File: src/rtl/sipo_pkg.sv
package sipo_pkg;
   typedef enum logic {
      DIR_FORWARD = 1'b0,
      DIR_REVERSE = 1'b1
   } dir_e;
endpackage

File: src/rtl/sipo_shift_chain.sv
module sipo_shift_chain #(
   parameter int WIDTH = 32
) (
   input  logic             clk,
   input  logic             rst,
   input  logic             ser_clk,
   input  logic             ser_din,
   output logic [WIDTH-1:0] stages,
   output logic             ser_dout
);
   localparam int LAST = WIDTH - 1;

   if (WIDTH < 2) begin : g_bad_width
      $error("sipo_shift_chain: WIDTH must be at least 2");
   end

   logic             sclk_q;
   logic             rise;
   logic [WIDTH-1:0] sr;

   assign rise = ser_clk & ~sclk_q;

   always_ff @(posedge clk) begin
      if (rst) begin
         sclk_q <= 1'b0;
         sr     <= '0;
      end else begin
         sclk_q <= ser_clk;
         if (rise) begin
            sr <= {sr[LAST-1:0], ser_din};
         end
      end
   end

   assign stages   = sr;
   assign ser_dout = sr[LAST];

   // no serial edge, no movement
   a_r2_hold: assert property (@(posedge clk) disable iff (rst)
      !(ser_clk && !sclk_q) |=> $stable(sr));
   // serial edge loads stage 0 from the data input
   a_r2_load: assert property (@(posedge clk) disable iff (rst)
      (ser_clk && !sclk_q) |=> sr[0] == $past(ser_din));
   // serial edge moves every stage up by one
   a_r2_advance: assert property (@(posedge clk) disable iff (rst)
      (ser_clk && !sclk_q) |=> sr[LAST:1] == $past(sr[LAST-1:0]));
endmodule

File: src/rtl/sipo_latch_bank.sv
module sipo_latch_bank #(
   parameter int WIDTH = 32
) (
   input  logic             clk,
   input  logic             rst,
   input  logic             load_en,
   input  logic [WIDTH-1:0] d,
   output logic [WIDTH-1:0] q
);
   if (WIDTH < 1) begin : g_bad_width
      $error("sipo_latch_bank: WIDTH must be positive");
   end

   always_ff @(posedge clk) begin
      if (rst) begin
         q <= '0;
      end else if (load_en) begin
         q <= d;
      end
   end

   // transparent phase copies the chain
   a_r4_follow: assert property (@(posedge clk) disable iff (rst)
      load_en |=> q == $past(d));
   // closed phase holds
   a_r5_hold: assert property (@(posedge clk) disable iff (rst)
      !load_en |=> $stable(q));
endmodule

File: src/rtl/sipo_out_gate.sv
module sipo_out_gate
   import sipo_pkg::*;
#(
   parameter int   WIDTH = 32,
   parameter dir_e DIR   = DIR_FORWARD
) (
   input  logic [WIDTH-1:0] lat,
   input  logic             drv_en,
   output logic [WIDTH-1:0] pins
);
   localparam int LAST = WIDTH - 1;

   logic [WIDTH-1:0] mapped;

   for (genvar i = 0; i < WIDTH; i++) begin : g_map
      if (DIR == DIR_FORWARD) begin : g_fwd
         assign mapped[i] = lat[i];
      end else begin : g_rev
         assign mapped[i] = lat[LAST-i];
      end
   end

   assign pins = drv_en ? mapped : '0;
endmodule

File: src/rtl/sipo_latch_driver.sv
module sipo_latch_driver
   import sipo_pkg::*;
#(
   parameter int   WIDTH = 32,
   parameter dir_e DIR   = DIR_FORWARD
) (
   input  logic             clk,
   input  logic             rst,
   input  logic             ser_clk,
   input  logic             ser_din,
   input  logic             load_en,
   input  logic             drv_en,
   output logic [WIDTH-1:0] par_out,
   output logic             ser_dout
);
   localparam int LAST = WIDTH - 1;

   if (WIDTH < 2 || WIDTH > 1024) begin : g_bad_width
      $error("sipo_latch_driver: WIDTH out of range 2..1024");
   end

   logic [WIDTH-1:0] chain;
   logic [WIDTH-1:0] held;

   sipo_shift_chain #(.WIDTH(WIDTH)) u_chain (
      .clk      (clk),
      .rst      (rst),
      .ser_clk  (ser_clk),
      .ser_din  (ser_din),
      .stages   (chain),
      .ser_dout (ser_dout)
   );

   sipo_latch_bank #(.WIDTH(WIDTH)) u_latch (
      .clk     (clk),
      .rst     (rst),
      .load_en (load_en),
      .d       (chain),
      .q       (held)
   );

   sipo_out_gate #(.WIDTH(WIDTH), .DIR(DIR)) u_gate (
      .lat    (held),
      .drv_en (drv_en),
      .pins   (par_out)
   );

   // disabled outputs are all low
   a_r6_off_low: assert property (@(posedge clk) disable iff (rst)
      !drv_en |-> par_out == '0);
   // enabled outputs carry the latched bits, whatever the mapping
   a_r7_pass_count: assert property (@(posedge clk) disable iff (rst)
      drv_en |-> $countones(par_out) == $countones(held));
   // serial output tracks the last stage one serial edge after its source
   a_r3_dout_step: assert property (@(posedge clk) disable iff (rst)
      $changed(ser_dout) |-> $past(chain[LAST-1]) == ser_dout);
endmodule

File: config.mk
export PLATFORM = sky130hd
export DESIGN_NAME = sipo_latch_driver
export DESIGN_NICKNAME = d
export VERILOG_FILES = /design/src/rtl/sipo_pkg.sv /design/src/rtl/sipo_shift_chain.sv /design/src/rtl/sipo_latch_bank.sv /design/src/rtl/sipo_out_gate.sv /design/src/rtl/sipo_latch_driver.sv
export SDC_FILE = /design/constraint.sdc
export NUM_CORES = 1
export LEC_CHECK = 0
export BUFFER_PORTS_ARGS = -buffer_cell sky130_fd_sc_hd__buf_2
export CAP_MARGIN = 20
export CORE_MARGIN = 3
export CORE_UTILIZATION = 51
export DETAILED_ROUTE_END_ITERATION = 12
export GPL_ROUTABILITY_DRIVEN = 0
export PLACE_DENSITY = 0.75
export SLEW_MARGIN = 20
export SYNTH_ARGS = -nofsm -noshare
export SYNTH_HDL_FRONTEND = slang
export SYNTH_HIERARCHICAL = 1
export SYNTH_SLANG_ARGS = --single-unit
File: constraint.sdc
create_clock -name clk -period 0.9 [get_ports clk]
set_input_delay 0.09 -clock clk [delete_from_list [all_inputs] [get_ports clk]]
set_output_delay 0.09 -clock clk [all_outputs]
set_load 0.005 [all_outputs]
### After elaboration in Yosys (flattened, before gate mapping)

Cells that the tools add are included.

| word-level totals | value |
|---|---|
| flip-flop bits (word level) | 65 |
| bits in latches | 0 |
| RAM bits | 0 |
| memory bits (read-only) | 0 |
| input bits | 6 |
| output and inout bits | 33 |
| word-level logic and storage cells | 6 |
| memories kept | 0 |

| operators by class | value |
|---|---|
| $add $sub $neg | 0 |
| multipliers | 0 |
| divide/modulo/power cells | 0 |
| magnitude comparators | 0 |
| equal/unequal tests | 0 |
| shift-type cells | 0 |
| multiplexer cells | 1 |
| bitwise logic cells | 2 |
| reduce and logical (&&, ||, !) cells | 0 |

Operator list:

| operator | number |
|---|---|
| two-way mux 32 bit | 1 |
| bitwise AND 1 bit | 1 |
| NOT 1 bit | 1 |

### Longest topological paths before layout

| logic depth | value |
|---|---|
| depth after elaboration | 2 |
| mapped depth | 4 |
| depth with buffers taken out | 2 |

### Modules after synthesis

Netlist, hierarchy kept.

By module, submodules not included:

| module | instances | cells an instance | area each (µm²) | sequential area each (µm²) |
|---|---|---|---|---|
| sipo_shift_chain | 1 | 109 | 1305.0 | 660.6 |
| sipo_latch_bank | 1 | 103 | 1163.6 | 640.6 |
| sipo_out_gate | 1 | 35 | 255.2 | 0.0 |

### Least setup slack after synthesis

Ideal clock, no wire load.

| path | value |
|---|---|
| path type | register -> register |
| start | register u_chain.sclk_q |
| end | register u_chain.sr[10], in the netlist u_chain/stages[10] |
| setup time | 72 ps |
| arrival time | 829 ps |
| required time | 828 ps |
| slack | 0 ps |
| cell stages (with the launch flop) | 5 |
| path buffers | 2 |
| period minus slack after synthesis | 900 ps |
| cells stage by stage | dfxtp_1 > nor2b_4 > buf_6 > buf_12 > mux2i_1 |

| on the way | value |
|---|---|
| cells in the longest elaborated chain, start to end | 2 |

Ends and longest elaborated chain:

| what | RTL line | RTL |
|---|---|---|
| start: declaration | sipo_shift_chain.sv:17 | `logic sclk_q;` |
| start signal: assignment | sipo_shift_chain.sv:28 | `sclk_q <= ser_clk;` |
| NOT 1 bit | sipo_shift_chain.sv:21 | `assign rise = ser_clk & ~sclk_q;` |
| bitwise AND 1 bit | sipo_shift_chain.sv:21 |  |
| end signal: assignment | sipo_shift_chain.sv:30 | `sr <= {sr[LAST-1:0], ser_din};` |
| end: declaration | sipo_shift_chain.sv:19 | `logic [WIDTH-1:0] sr;` |

No other way between the ends.
A chain may end at the register's enable or synchronous reset.

### Worst setup path in the final report

| path | value |
|---|---|
| start | register u_chain.sclk_q |
| end | register u_chain.sr[11], in the netlist u_chain/stages[11] |

Same word-level chain as after synthesis.

==> results.json <==
{
  "synth-edff-count": 0,
  "finalCritPeriodShare": 1.14,
  "cp_data_required_time_ns": 1.16,
  "netlist_top_cells_count": "65 x dfxtp_1, 63 x mux2i_1, 32 x and2_2, 32 x nand2b_1, 32 x nor2_1",
  "crit_arrival_ns": 1.28,
  "drtPass1Iterations": 4,
  "criticalPathCategory": "flip-flop to flip-flop",
  "synth_ff_type": "dfxtp_1",
  "ir_worst_vdd_uv": 1120,
  "clock_latency_ns": 0.34,
  "fin_cells": 364,
  "holdBufCountCts": 0,
  "route.met3.wl_um": 222,
  "wirelength_um": 4860,
  "final_nets": 299,
  "antenna_found_initial": 0,
  "setup_viol": 61,
  "post-place-ws_ns": -0.0443,
  "pin_count": 39,
  "synth-seq-cells": 65,
  "grt_pass1_wl_um": 8500,
  "drive_above_1_share": 0.451,
  "port_buffers": 38,
  "cap_viol_max_count": 0,
  "dpl.hpwl_um": 2900,
  "status": "complete, but fails checks",
  "rows": 25,
  "cts.sinks": 65,
  "grt_pass1_vias": 1824,
  "grt_start_max_net_pins": 46,
  "numCtsBuffers": 9,
  "fp.dieW_um": 79.1,
  "timing.fmax_ghz": 0.975,
  "clock_skew_ns": 0.0107,
  "drtIter0Drc": 72,
  "numPlacedInstances": 342,
  "crit_path_start_kind": "flip-flop",
  "yosys.area.top_type": "dfxtp_1",
  "holdPathStages": 2,
  "wl_met1_um": 2270,
  "via_per_inst": 4.82,
  "yosysMostFrequentCell": "dfxtp_1",
  "placed_cell_area_um2": 2920,
  "track_usage": 0.174,
  "cp-end-kind": "flip-flop",
  "grt-ovfl-total": 0,
  "grt_setup_unrepaired": "true",
  "synth_top_cell_area_share": 0.478,
  "powerDensity_nw_per_um2": 1630,
  "avgSynthCellArea_um2": 11.0,
  "violations": "negative setup slack",
  "fillers": 383,
  "ys_warn_count": 6,
  "yosysUniqueCellTypes": 15,
  "slew_violations": 0,
  "synthToLayoutAreaGrowth_pct": 27.6,
  "cts_max_level": 3,
  "clockBufferDepth": 2,
  "worstMarginPinSlew_ns": 0.355,
  "highest_layer": "met4",
  "hp-class": "primary input to flip-flop",
  "utilization": 0.703,
  "dr_wl_met2_um": 2320,
  "wire_per_inst_um": 13.4,
  "yosysSeqAreaShare": 0.478,
  "drc_errors": 0,
  "ctsRootBufferMaster": "clkbuf_8",
  "postSynthCellCount": 247,
  "relSlewSlack": 0.764,
  "netlist_area_um2": 2720,
  "path_clk_slew_ns": 0.06,
  "fin_ws_ns": -0.125,
  "die_h_um": 79.1,
  "ant_nets": 0,
  "finalInstanceArea_um2": 3470,
  "synth_nets": 253,
  "cts_tree": "yes",
  "fp.coreArea_um2": 4940,
  "start_util": 0.551,
  "worstRegToRegCells": 3,
  "path_max_fanout": 11,
  "synth-async-reset-ratio": 0,
  "p_leak_nw": 1.55,
  "fin_crit_ns": 1.03,
  "hold_viol": 0,
  "diodes": 0,
  "synth_area_leaders": "dfxtp_1 48%, mux2i_1 23%, and2_2 8.8%",
  "vias": 1754,
  "dieArea_um2": 6250
}
-- metal layers --
metal | up-vias | global-route usage
li1 | 896 | -
met1 | 817 | 0.211
met2 | 33 | 0.283
met3 | 8 | 0.0726
met4 | 0 | 0.0515
met5 | - | 0
-- state kept, by name, indices dropped and copies added (netlist names) --
register	cells
u_chain/sclk_q	1
u_chain/stages	32
u_latch/q	32
-- cell type report --
cell class / count / area [um2] / share of cell area
Multi-Input combinational cell: 164 / 1270 / 0.367
Tap cell: 67 / 83.8 / 0.0241
Clock inverter: 3 / 40.0 / 0.0115
Timing Repair Buffer: 53 / 577 / 0.166
Sequential cell: 65 / 1340 / 0.387
Clock buffer: 12 / 155 / 0.0447
-- stage by stage --
| stage | TNS (ns) | hold WS [ns] | total power, mW |
|---|---|---|---|
| floorplan | 0 | 0.162 | 3.23 |
| global placement | -0.121 | 0.361 | 3.26 |
| detailed placement | -0.796 | 0.371 | 3.26 |
| CTS | -4.67 | 0.0435 | 5.70 |
| global route | -7.46 | 0.0554 | 5.86 |
| finish | -4.93 | 0.0519 | 5.66 |
-- worst max-delay path, stage by stage, from the launching register on --
cell       delay, ns
dfxtp_2         0.33
nor2b_4         0.19
clkbuf_16       0.21
mux2i_1         0.22
-- cells by family after synthesis --
logic type / Yosys count / share of synthesized area
AND/OR/NAND/NOR: 100 / 0.220
AO/OA/AOI/OAI: 1 / 0.00184
flip-flops: 65 / 0.478
multiplexers: 63 / 0.232
buffers and inverters: 18 / 0.0689
-- worst paths after layout --
kind / startpoint / to / slack, ns
max: u_chain/sclk_q / u_chain/stages[11] / -0.13
min: ser_clk / u_chain/sclk_q / 0.05
max reg2reg: u_chain/sclk_q / u_chain/stages[11] / -0.13
min reg2reg: u_latch/q[16] / u_latch/q[16] / 0.48
-- cells in the final DEF, fill, tap and decap left out, types with 2 or more instances in the layout --
cell and instances:
mux2i_1 63, dfxtp_2 34, buf_6 33, nand2b_1 32, and2_4 32, nor2_1 32, dfxtp_1 31, clkbuf_8 11
buf_4 9, buf_2 5, buf_12 4, clkinv_2 2
-- power breakdown --
group	leakage, nW	internal [mW]	total [mW]	switching [mW]
Sequential	0.541	2.89	2.89	0.00616
Clock	0.102	1.41	2.44	1.04
Combinational	0.909	0.165	0.327	0.162
-- repair_timing --
action                     in CTS  in global routing
gates resized for setup        98                  1
setup buffers                   5                  1
setup endpoints to repair      62                 62
cloned                          0                  1
No activity file was read; power rests on OpenSTA's default activity.
